===== src/rtl/pgc_pkg.sv =====
package pgc_pkg;

  typedef enum logic [1:0] {
    MODE_RUN   = 2'b00,
    MODE_SLEEP = 2'b01,
    MODE_DEEP  = 2'b10,
    MODE_ALT   = 2'b11
  } pgc_mode_e;

  // Word indices (byte offset >> 2) of the control registers.
  localparam int unsigned IDX_GATE_RUN   = 0;
  localparam int unsigned IDX_GATE_SLEEP = 1;
  localparam int unsigned IDX_GATE_DEEP  = 2;
  localparam int unsigned IDX_KEEP_PWR   = 3;
  localparam int unsigned N_GATES        = 3;

  typedef struct packed {
    logic [N_GATES-1:0] gate;     // [0] run, [1] sleep, [2] deep-sleep
    logic               keep_pwr;
  } pgc_ctl_t;

endpackage


===== src/rtl/pgc_rst_sync.sv =====
module pgc_rst_sync #(
  parameter int unsigned STAGES = 2
) (
  input  logic clk,
  input  logic rst_n,
  output logic rst_sync_n
);

  logic [STAGES-1:0] sync_q;
  logic [STAGES-1:0] sync_d;

  always_comb begin
    sync_d = {sync_q[STAGES-2:0], 1'b1};
  end

  always_ff @(posedge clk or negedge rst_n) begin
    if (!rst_n) begin
      sync_q <= '0;
    end else begin
      sync_q <= sync_d;
    end
  end

  assign rst_sync_n = sync_q[STAGES-1];

endmodule


===== src/rtl/pgc_regs.sv =====
module pgc_regs
  import pgc_pkg::*;
#(
  parameter int unsigned DATA_W = 32,
  parameter int unsigned ADDR_W = 4
) (
  input  logic              clk,
  input  logic              rst_n,
  input  logic              wr_i,
  input  logic [ADDR_W-1:0] addr_i,
  input  logic [DATA_W-1:0] wdata_i,
  output logic [DATA_W-1:0] rdata_o,
  output pgc_ctl_t          ctl_o
);

  localparam int unsigned IDX_W  = 2;
  localparam int unsigned N_REGS = N_GATES + 1;

  logic [IDX_W-1:0] word_idx;
  logic             wbit;
  logic [N_REGS-1:0] wr_hit;
  logic [N_REGS-1:0] bit_q;
  logic [N_REGS-1:0] bit_d;
  logic             unused_bus_bits;

  assign word_idx        = addr_i[IDX_W+1:2];
  assign wbit            = wdata_i[0];
  assign unused_bus_bits = ^{addr_i[1:0], wdata_i[DATA_W-1:1]};

  genvar gi;
  generate
    for (gi = 0; gi < N_REGS; gi++) begin : g_reg
      localparam logic RST_VAL = (gi == IDX_KEEP_PWR) ? 1'b1 : 1'b0;

      always_comb begin
        wr_hit[gi] = wr_i && (word_idx == IDX_W'(gi));
        bit_d[gi]  = wr_hit[gi] ? wbit : bit_q[gi];
      end

      always_ff @(posedge clk or negedge rst_n) begin
        if (!rst_n) begin
          bit_q[gi] <= RST_VAL;
        end else if (wr_hit[gi]) begin
          bit_q[gi] <= bit_d[gi];
        end
      end
    end
  endgenerate

  always_comb begin
    rdata_o    = '0;
    rdata_o[0] = bit_q[word_idx];
  end

  always_comb begin
    ctl_o.gate[0]  = bit_q[IDX_GATE_RUN];
    ctl_o.gate[1]  = bit_q[IDX_GATE_SLEEP];
    ctl_o.gate[2]  = bit_q[IDX_GATE_DEEP];
    ctl_o.keep_pwr = bit_q[IDX_KEEP_PWR];
  end

endmodule


===== src/rtl/pgc_policy.sv =====
module pgc_policy
  import pgc_pkg::*;
(
  input  logic [1:0] mode_i,
  input  pgc_ctl_t   ctl_i,
  output logic       gate_sel_o,
  output logic       pwr_nx_o,
  output logic       clk_nx_o
);

  always_comb begin
    unique case (pgc_mode_e'(mode_i))
      MODE_SLEEP: gate_sel_o = ctl_i.gate[1];
      MODE_DEEP:  gate_sel_o = ctl_i.gate[2];
      default:    gate_sel_o = ctl_i.gate[0];
    endcase
  end

  always_comb begin
    pwr_nx_o = gate_sel_o || ctl_i.keep_pwr;
    clk_nx_o = gate_sel_o;
  end

endmodule


===== src/rtl/pgc_outreg.sv =====
module pgc_outreg (
  input  logic clk,
  input  logic rst_n,
  input  logic pwr_nx_i,
  input  logic clk_nx_i,
  output logic pwr_en_o,
  output logic clk_en_o,
  output logic iso_o,
  output logic prst_o
);

  logic pwr_q, clk_q, iso_q, prst_q, pwr_prev_q;
  logic pwr_d, clk_d, iso_d, prst_d, pwr_prev_d;

  always_comb begin
    pwr_d      = pwr_nx_i;
    clk_d      = clk_nx_i;
    // Isolate from the same edge that removes power; release a cycle late.
    iso_d      = !pwr_nx_i || !pwr_q;
    // Pulse in the cycle following a rise of the registered power enable.
    prst_d     = pwr_q && !pwr_prev_q;
    pwr_prev_d = pwr_q;
  end

  always_ff @(posedge clk or negedge rst_n) begin
    if (!rst_n) begin
      pwr_q      <= 1'b1;
      clk_q      <= 1'b0;
      iso_q      <= 1'b0;
      prst_q     <= 1'b0;
      pwr_prev_q <= 1'b1;
    end else begin
      pwr_q      <= pwr_d;
      clk_q      <= clk_d;
      iso_q      <= iso_d;
      prst_q     <= prst_d;
      pwr_prev_q <= pwr_prev_d;
    end
  end

  assign pwr_en_o = pwr_q;
  assign clk_en_o = clk_q;
  assign iso_o    = iso_q;
  assign prst_o   = prst_q;

endmodule


===== src/rtl/pgc_top.sv =====
module pgc_top
  import pgc_pkg::*;
#(
  parameter int unsigned DATA_W    = 32,
  parameter int unsigned ADDR_W    = 4,
  parameter int unsigned RST_STAGE = 2
) (
  input  logic              clk,
  input  logic              rst_n,
  input  logic [1:0]        mode_i,
  input  logic              bus_wr_i,
  input  logic [ADDR_W-1:0] bus_addr_i,
  input  logic [DATA_W-1:0] bus_wdata_i,
  output logic [DATA_W-1:0] bus_rdata_o,
  output logic              pwr_en_o,
  output logic              clk_en_o,
  output logic              iso_o,
  output logic              prst_o
);

  logic     sys_rst_n;
  pgc_ctl_t ctl_q;
  logic     gate_sel;
  logic     pwr_nx;
  logic     clk_nx;

  pgc_rst_sync #(.STAGES(RST_STAGE)) u_rst (
    .clk        (clk),
    .rst_n      (rst_n),
    .rst_sync_n (sys_rst_n)
  );

  pgc_regs #(.DATA_W(DATA_W), .ADDR_W(ADDR_W)) u_regs (
    .clk     (clk),
    .rst_n   (sys_rst_n),
    .wr_i    (bus_wr_i),
    .addr_i  (bus_addr_i),
    .wdata_i (bus_wdata_i),
    .rdata_o (bus_rdata_o),
    .ctl_o   (ctl_q)
  );

  pgc_policy u_policy (
    .mode_i     (mode_i),
    .ctl_i      (ctl_q),
    .gate_sel_o (gate_sel),
    .pwr_nx_o   (pwr_nx),
    .clk_nx_o   (clk_nx)
  );

  pgc_outreg u_out (
    .clk      (clk),
    .rst_n    (sys_rst_n),
    .pwr_nx_i (pwr_nx),
    .clk_nx_i (clk_nx),
    .pwr_en_o (pwr_en_o),
    .clk_en_o (clk_en_o),
    .iso_o    (iso_o),
    .prst_o   (prst_o)
  );

endmodule


===== config.mk =====
export PLATFORM = sky130hd
export DESIGN_NAME = pgc_top
export DESIGN_NICKNAME = d
export VERILOG_FILES = /design/src/rtl/pgc_pkg.sv /design/src/rtl/pgc_rst_sync.sv /design/src/rtl/pgc_regs.sv /design/src/rtl/pgc_policy.sv /design/src/rtl/pgc_outreg.sv /design/src/rtl/pgc_top.sv
export SDC_FILE = /design/constraint.sdc
export NUM_CORES = 1
export LEC_CHECK = 0
export BUFFER_PORTS_ARGS = -buffer_cell sky130_fd_sc_hd__buf_2
export CORE_MARGIN = 10
export CORE_UTILIZATION = 33
export DETAILED_ROUTE_END_ITERATION = 12
export PLACE_DENSITY = 0.78
export SLEW_MARGIN = 20
export SYNTH_ARGS = -nofsm -noshare
export SYNTH_HDL_FRONTEND = slang
export SYNTH_SLANG_ARGS = --single-unit

===== constraint.sdc =====
create_clock -name clk -period 1 [get_ports clk]
set_input_delay 0.1 -clock clk [delete_from_list [all_inputs] [get_ports clk]]
set_output_delay 0.1 -clock clk [all_outputs]
set_load 0.05 [all_outputs]

==> out/qor.csv, run 1 <==
metric,value,unit
via_per_inst,3.58,
max_freq,725,MHz
cp-startpoint,u_regs.ctl_o[3]$_DFFE_PN0P_,
syn_inst,66,
antenna_left,0,
yosys_warnings,0,
slew_violations,0,
ir_drop,848,uV
pre_cts_ws,-135,ps
routed_wl,1260,um
p_comb_share,46.5,%
grt_pass1_vias,441,
min_from,bus_wdata_i[0],
outcome,finished with violations,
grt_pass1_wl,1840,um
cp-start-kind,flip-flop,
io_pins,77,
skew,1.65,ps
power_frac_seq,36.1,%
diodes,0,
swShare,44.1,%
setup_viol,3,
core_area,1980,um2
ys_seq_elements,11,
internal_power,0.915,mW
timing.hold.ws,100,ps
worstReg2RegStart,u_regs.ctl_o[0]$_DFFE_PN1P_,
fin_crit_sh,138,%
clock_latency,260,ps
io_buffers,12,
cts_root_buf,clkbuf_4,
die_y,65.9,um
cp.arrival,1280,ps
initial_utilization,35.1,%
tritoncts,yes,
powerDensity,2060,nW/um2
fin_ws,-379,ps
synth.distinct_cells,18,
power_leakage,0.424,nW
rsz0062_at_grt,true,
gp_congestion,0.735,
drc,0,
p_switching,0.722,mW
synthToLayoutAreaGrowth,14.4,%
wire_per_inst,10.8,um
synthAdderAreaFrac,3.60,%
finalNetCount,134,
drv_cap,0,
violations,setup timing,
synth.avg_cell_area,10.5,um2
postLayoutCoreUtil,40.2,%
ys_seq_area_share,40.1,%
gr-total-overflow,0,
dp_hpwl,1100,um
min_path_type,in2reg,
cts_buffers,3,
worstSetupPathType,reg2out,
fin_crit,1380,ps
htreeDepth,1,
post_synth_instance_area,696,um2
hold_viol,0,
drtIter0Drc,1,
clock-sinks,11,
grt_max_degree,10,
rows,16,
path_max_fanout,2,
die_area,4340,um2
yosys.area_share.simple,6.65,%
cts.reportedPaths.clkPinSlew,60,ps
antenna_found_initial,0,
grt_usage,5.43,%
endpoint_kind,output port,
synthMuxAreaShare,9.71,%
tns,-520,ps
synth_xor_area_share,0,%
worstPathRequired,900,ps
vias,419,
firstDrtPassIters,2,
drive_above_1_share,36.7,%
cts.path.max_buffers,2,
synth_top_family_by_area,buffers and inverters,
pwr-share-clk,17.5,%
fp.dieW,65.9,um
synth_compound_area_share,3.78,%
## power groups by stage
stage	clock (mW)	combinational (mW)	sequential (mW)
finish	0.286	0.761	0.590
global route	0.333	0.797	0.601
CTS	0.304	0.759	0.593
detailed placement	0	0.679	0.597
global placement	0	0.674	0.589
floorplan	0	0.483	0.737
## critical path: stages (launching register included)
cell and delay (ps):
dfrtp_1 380, mux4_2 470, buf_6 170
## what timing repair did
action,4_1_cts,5_1_grt
endpoints found under the setup margin,4,4
setup buffers,2,0
hold buffers,1,0
resized for setup,8,1
hold endpoints to repair,2,0
pin swaps,1,0
## cell families (layout without fill, tap and decap cells)
logic type | after synthesis | after routing
other cells | 2 | 32
compound gates | 4 | 4
fa+ha+maj | 2 | 2
mux | 5 | 5
simple gates | 8 | 8
flops | 11 | 11
buf+inv | 34 | 28
## per-layer routing
| metal | track usage, % | vias to the layer above | wire [um] |
|---|---|---|---|
| met5 | 0 | - | 0 |
| met4 | 0.802 | 0 | 0 |
| met3 | 5.08 | 0 | 230 |
| met2 | 9.54 | 28 | 652 |
| met1 | 4.42 | 193 | 378 |
| li1 | - | 198 | - |
## cell usage in the layout (no fill, tap or decap), types with 2 or more instances in the layout
| cell type | netlist | routed |
|---|---|---|
| buf_2 | 0 | 10 |
| mux2_2 | 3 | 3 |
| clkbuf_4 | 0 | 3 |
| conb_1 | 2 | 32 |
| inv_1 | 3 | 2 |
| buf_4 | 31 | 7 |
| dfstp_2 | 3 | 3 |
| buf_6 | 0 | 2 |
| nand3b_1 | 2 | 2 |
| dfrtp_1 | 8 | 8 |
| ha_1 | 2 | 2 |
| nor2_1 | 2 | 2 |
## flip-flops by register name, summed over array words and instances (netlist names)
register / count
u_out.iso_o: 1
u_out.pwr_prev_q: 1
u_out.clk_en_o: 1
u_regs.ctl_o: 4
u_rst.sync_q: 2
u_out.prst_o: 1
u_out.pwr_en_o: 1
## final timing paths
path                                          endpoint  slack, ps  cells past startpoint
min in group asynchronous  u_regs.ctl_o[2]$_DFFE_PN0P_        140                      0
max in group asynchronous   u_out.pwr_prev_q$_DFF_PN1_        570                      0
min reg2reg                u_regs.ctl_o[2]$_DFFE_PN0P_        140                      0
max                                     bus_rdata_o[0]       -380                      2
min                        u_regs.ctl_o[3]$_DFFE_PN0P_        100                      2
max reg2reg                      u_out.iso_o$_DFF_PN0_        -70                      3
## area by class of cell
| type | count | area, um2 |
|---|---|---|
| clock buffers | 4 | 26.3 |
| fillers | 211 | 1190 |
| inverters | 3 | 11.3 |
| multi-input cells | 51 | 295 |
| flip-flops and latches | 11 | 279 |
| well taps | 27 | 33.8 |
| repair buffers | 21 | 150 |
## cells in the mapped netlist, drive strengths merged
| master | number | area (um2) |
|---|---|---|
| buf | 31 | 233 |
| dfrtp | 8 | 200 |
| mux2 | 4 | 45.0 |
| dfstp | 3 | 78.8 |
| inv | 3 | 11.3 |
| conb | 2 | 7.51 |
| ha | 2 | 25.0 |
| nand3b | 2 | 15.0 |
| nor2 | 2 | 7.51 |
| nor3b | 2 | 15.0 |
| a211o | 1 | 8.76 |
| a21oi | 1 | 5.00 |
| a22oi | 1 | 7.51 |
| mux4 | 1 | 22.5 |
| nand2 | 1 | 3.75 |
| nand3 | 1 | 5.00 |
| o21ai | 1 | 5.00 |
## metrics by stage
step,area (um2),total power [mW],std cells
2_1_floorplan,808,1.22,96
3_3_place_gp,714,1.26,110
3_5_place_dp,714,1.28,110
4_1_cts,796,1.66,117
5_1_grt,796,1.73,117
6_report,796,1.64,117
Note: power is estimated with default switching activity, not from simulation.
==> inputs of run 2 (changes only) <==
--- a/config.mk
+++ b/config.mk
@@ -9,7 +9,7 @@
 export CORE_MARGIN = 10
 export CORE_UTILIZATION = 33
 export DETAILED_ROUTE_END_ITERATION = 12
-export PLACE_DENSITY = 0.78
+export PLACE_DENSITY = 0.8
 export SLEW_MARGIN = 20
 export SYNTH_ARGS = -nofsm -noshare
 export SYNTH_HDL_FRONTEND = slang
==> out/qor.csv, run 2 (synthesis results as in run 1) <==
metric,value,unit
outcome,finished with violations,
violations,setup timing,
synthToLayoutAreaGrowth,15.5,%
final_common_cell,conb_1,
worstSetupPathType,reg2out,
gr-total-overflow,0,
diodes,0,
worstPathRequired,900,ps
cp.arrival,1280,ps
cpMaxStageDelayCell,mux4_2,
slew_violations,0,
cts.reportedPaths.clkPinSlew,70,ps
layoutNonFillerInstCount,117,
cts_buffers,3,
antenna_left,0,
power_leakage,0.426,nW
vias,422,
setup_viol,3,
powerDensity,2070,nW/um2
dp_cells,110,
cp-start-kind,flip-flop,
cpPeakStageDelay,470,ps
wire_per_inst,11.9,um
clock_latency,260,ps
cp_top_family,multiplexers,
drv_cap,0,
mostFrequentLayoutCells,"32 x conb_1, 10 x buf_2, 8 x dfrtp_1, 6 x buf_4",
min_path_type,in2reg,
initial_utilization,35.1,%
grt_pass1_wl,2160,um
io_pins,77,
routed_wl,1390,um
firstDrtPassIters,3,
rows,16,
via_per_inst,3.61,
path_buf_inv,1,
path_max_fanout,2,
fin_crit,1380,ps
finalNetCount,134,
drive_above_1_share,37.8,%
htreeDepth,1,
rsz0062_at_grt,true,
cp_cell_sequence,mux4_2 -> buf_6,
fp.dieW,65.9,um
dp_hpwl,1190,um
antenna_found_initial,0,
fillers,215,
skew,1.45,ps
gp_congestion,0.726,
die_area,4340,um2
tns,-583,ps
fin_crit_sh,138,%
ir_drop,721,uV
postLayoutCoreUtil,40.5,%
grt_usage,6.36,%
cts_root_buf,clkbuf_4,
clock-sinks,11,
die_y,65.9,um
fin_ws,-382,ps
grt_pass1_vias,483,
core_area,1980,um2
drtIter0Drc,4,
grt_max_degree,10,
endpoint_kind,output port,
io_buffers,12,
pre_cts_ws,-137,ps
max_freq,724,MHz
cts.path.max_buffers,2,
hold_viol,0,
tritoncts,yes,
largest_reg_flops,4,
drc,0,
## run 2: changes by cell type in the layout (fill, tap and decap cells not counted)
cell,before,now
a21oi_2,0,1
buf_6,2,3
o21ai_1,1,0
buf_4,7,6
a21oi_1,1,0
o21ai_0,0,1
## run 2: per-layer routing
layer / GRT usage [%] / vias to the layer above / part of all wire (%)
li1: - / 198 / -
met1: 5.00 / 199 / 34
met2: 12.2 / 25 / 51
met3: 4.92 / 0 / 15
met4: 0.802 / 0 / 0
met5: 0 / - / 0
## run 2: worst register-to-register path: cells and delay by family (launching register included)
kind	cells	cell delay (ps)
simple gates	1	50
compound gates	1	260
buf+inv	2	180
flops	1	540
## run 2: worst paths after layout
| kind | startpoint | cells past startpoint | slack (ps) | endpoint |
|---|---|---|---|---|
| min reg2reg | u_rst.sync_q[1]$_DFF_PN0_ | 0 | 150 | u_out.prst_o$_DFF_PN0_ |
| max reg2reg | u_regs.ctl_o[0]$_DFFE_PN1P_ | 4 | -140 | u_out.iso_o$_DFF_PN0_ |
| max | u_regs.ctl_o[3]$_DFFE_PN0P_ | 2 | -380 | bus_rdata_o[0] |
| max in group asynchronous | u_rst.sync_q[1]$_DFF_PN0_ | 0 | 550 | u_regs.ctl_o[0]$_DFFE_PN1P_ |
| min in group asynchronous | u_rst.sync_q[1]$_DFF_PN0_ | 0 | 150 | u_out.prst_o$_DFF_PN0_ |
| min | bus_wdata_i[0] | 2 | 120 | u_regs.ctl_o[3]$_DFFE_PN0P_ |
## run 2: what timing repair did
action                                  CTS  global route
resized for setup                         9             1
pin swaps                                 2             1
endpoints found under the setup margin    4             4
hold buffers                              1             0
buffers inserted                          2             0
hold endpoints to repair                  2             0
## run 2: final cells by class
class / instances / area (um2) / share of cell area (%)
timing repair buffer: 21 / 154 / 19.2
inverter: 3 / 11.3 / 1.40
clock buffer: 4 / 26.3 / 3.27
multi-input combinational: 51 / 299 / 37.2
sequential: 11 / 279 / 34.7
tap: 27 / 33.8 / 4.21
## run 2: where the power goes
part	total, mW	internal [mW]	switching (mW)	leakage [nW]
registers	0.585	0.546	0.0396	0.127
logic	0.782	0.222	0.560	0.284
clock network	0.296	0.154	0.141	0.0150
total	1.66	0.922	0.741	0.426
## run 2: metrics by stage
stage          power [mW]  area (um2)  hold WS, ps
2_1_floorplan        1.22         808         -196
3_3_place_gp         1.27         714         -114
3_5_place_dp         1.28         714         -114
4_1_cts              1.67         800          116
5_1_grt              1.77         803          126
6_report             1.66         803          120
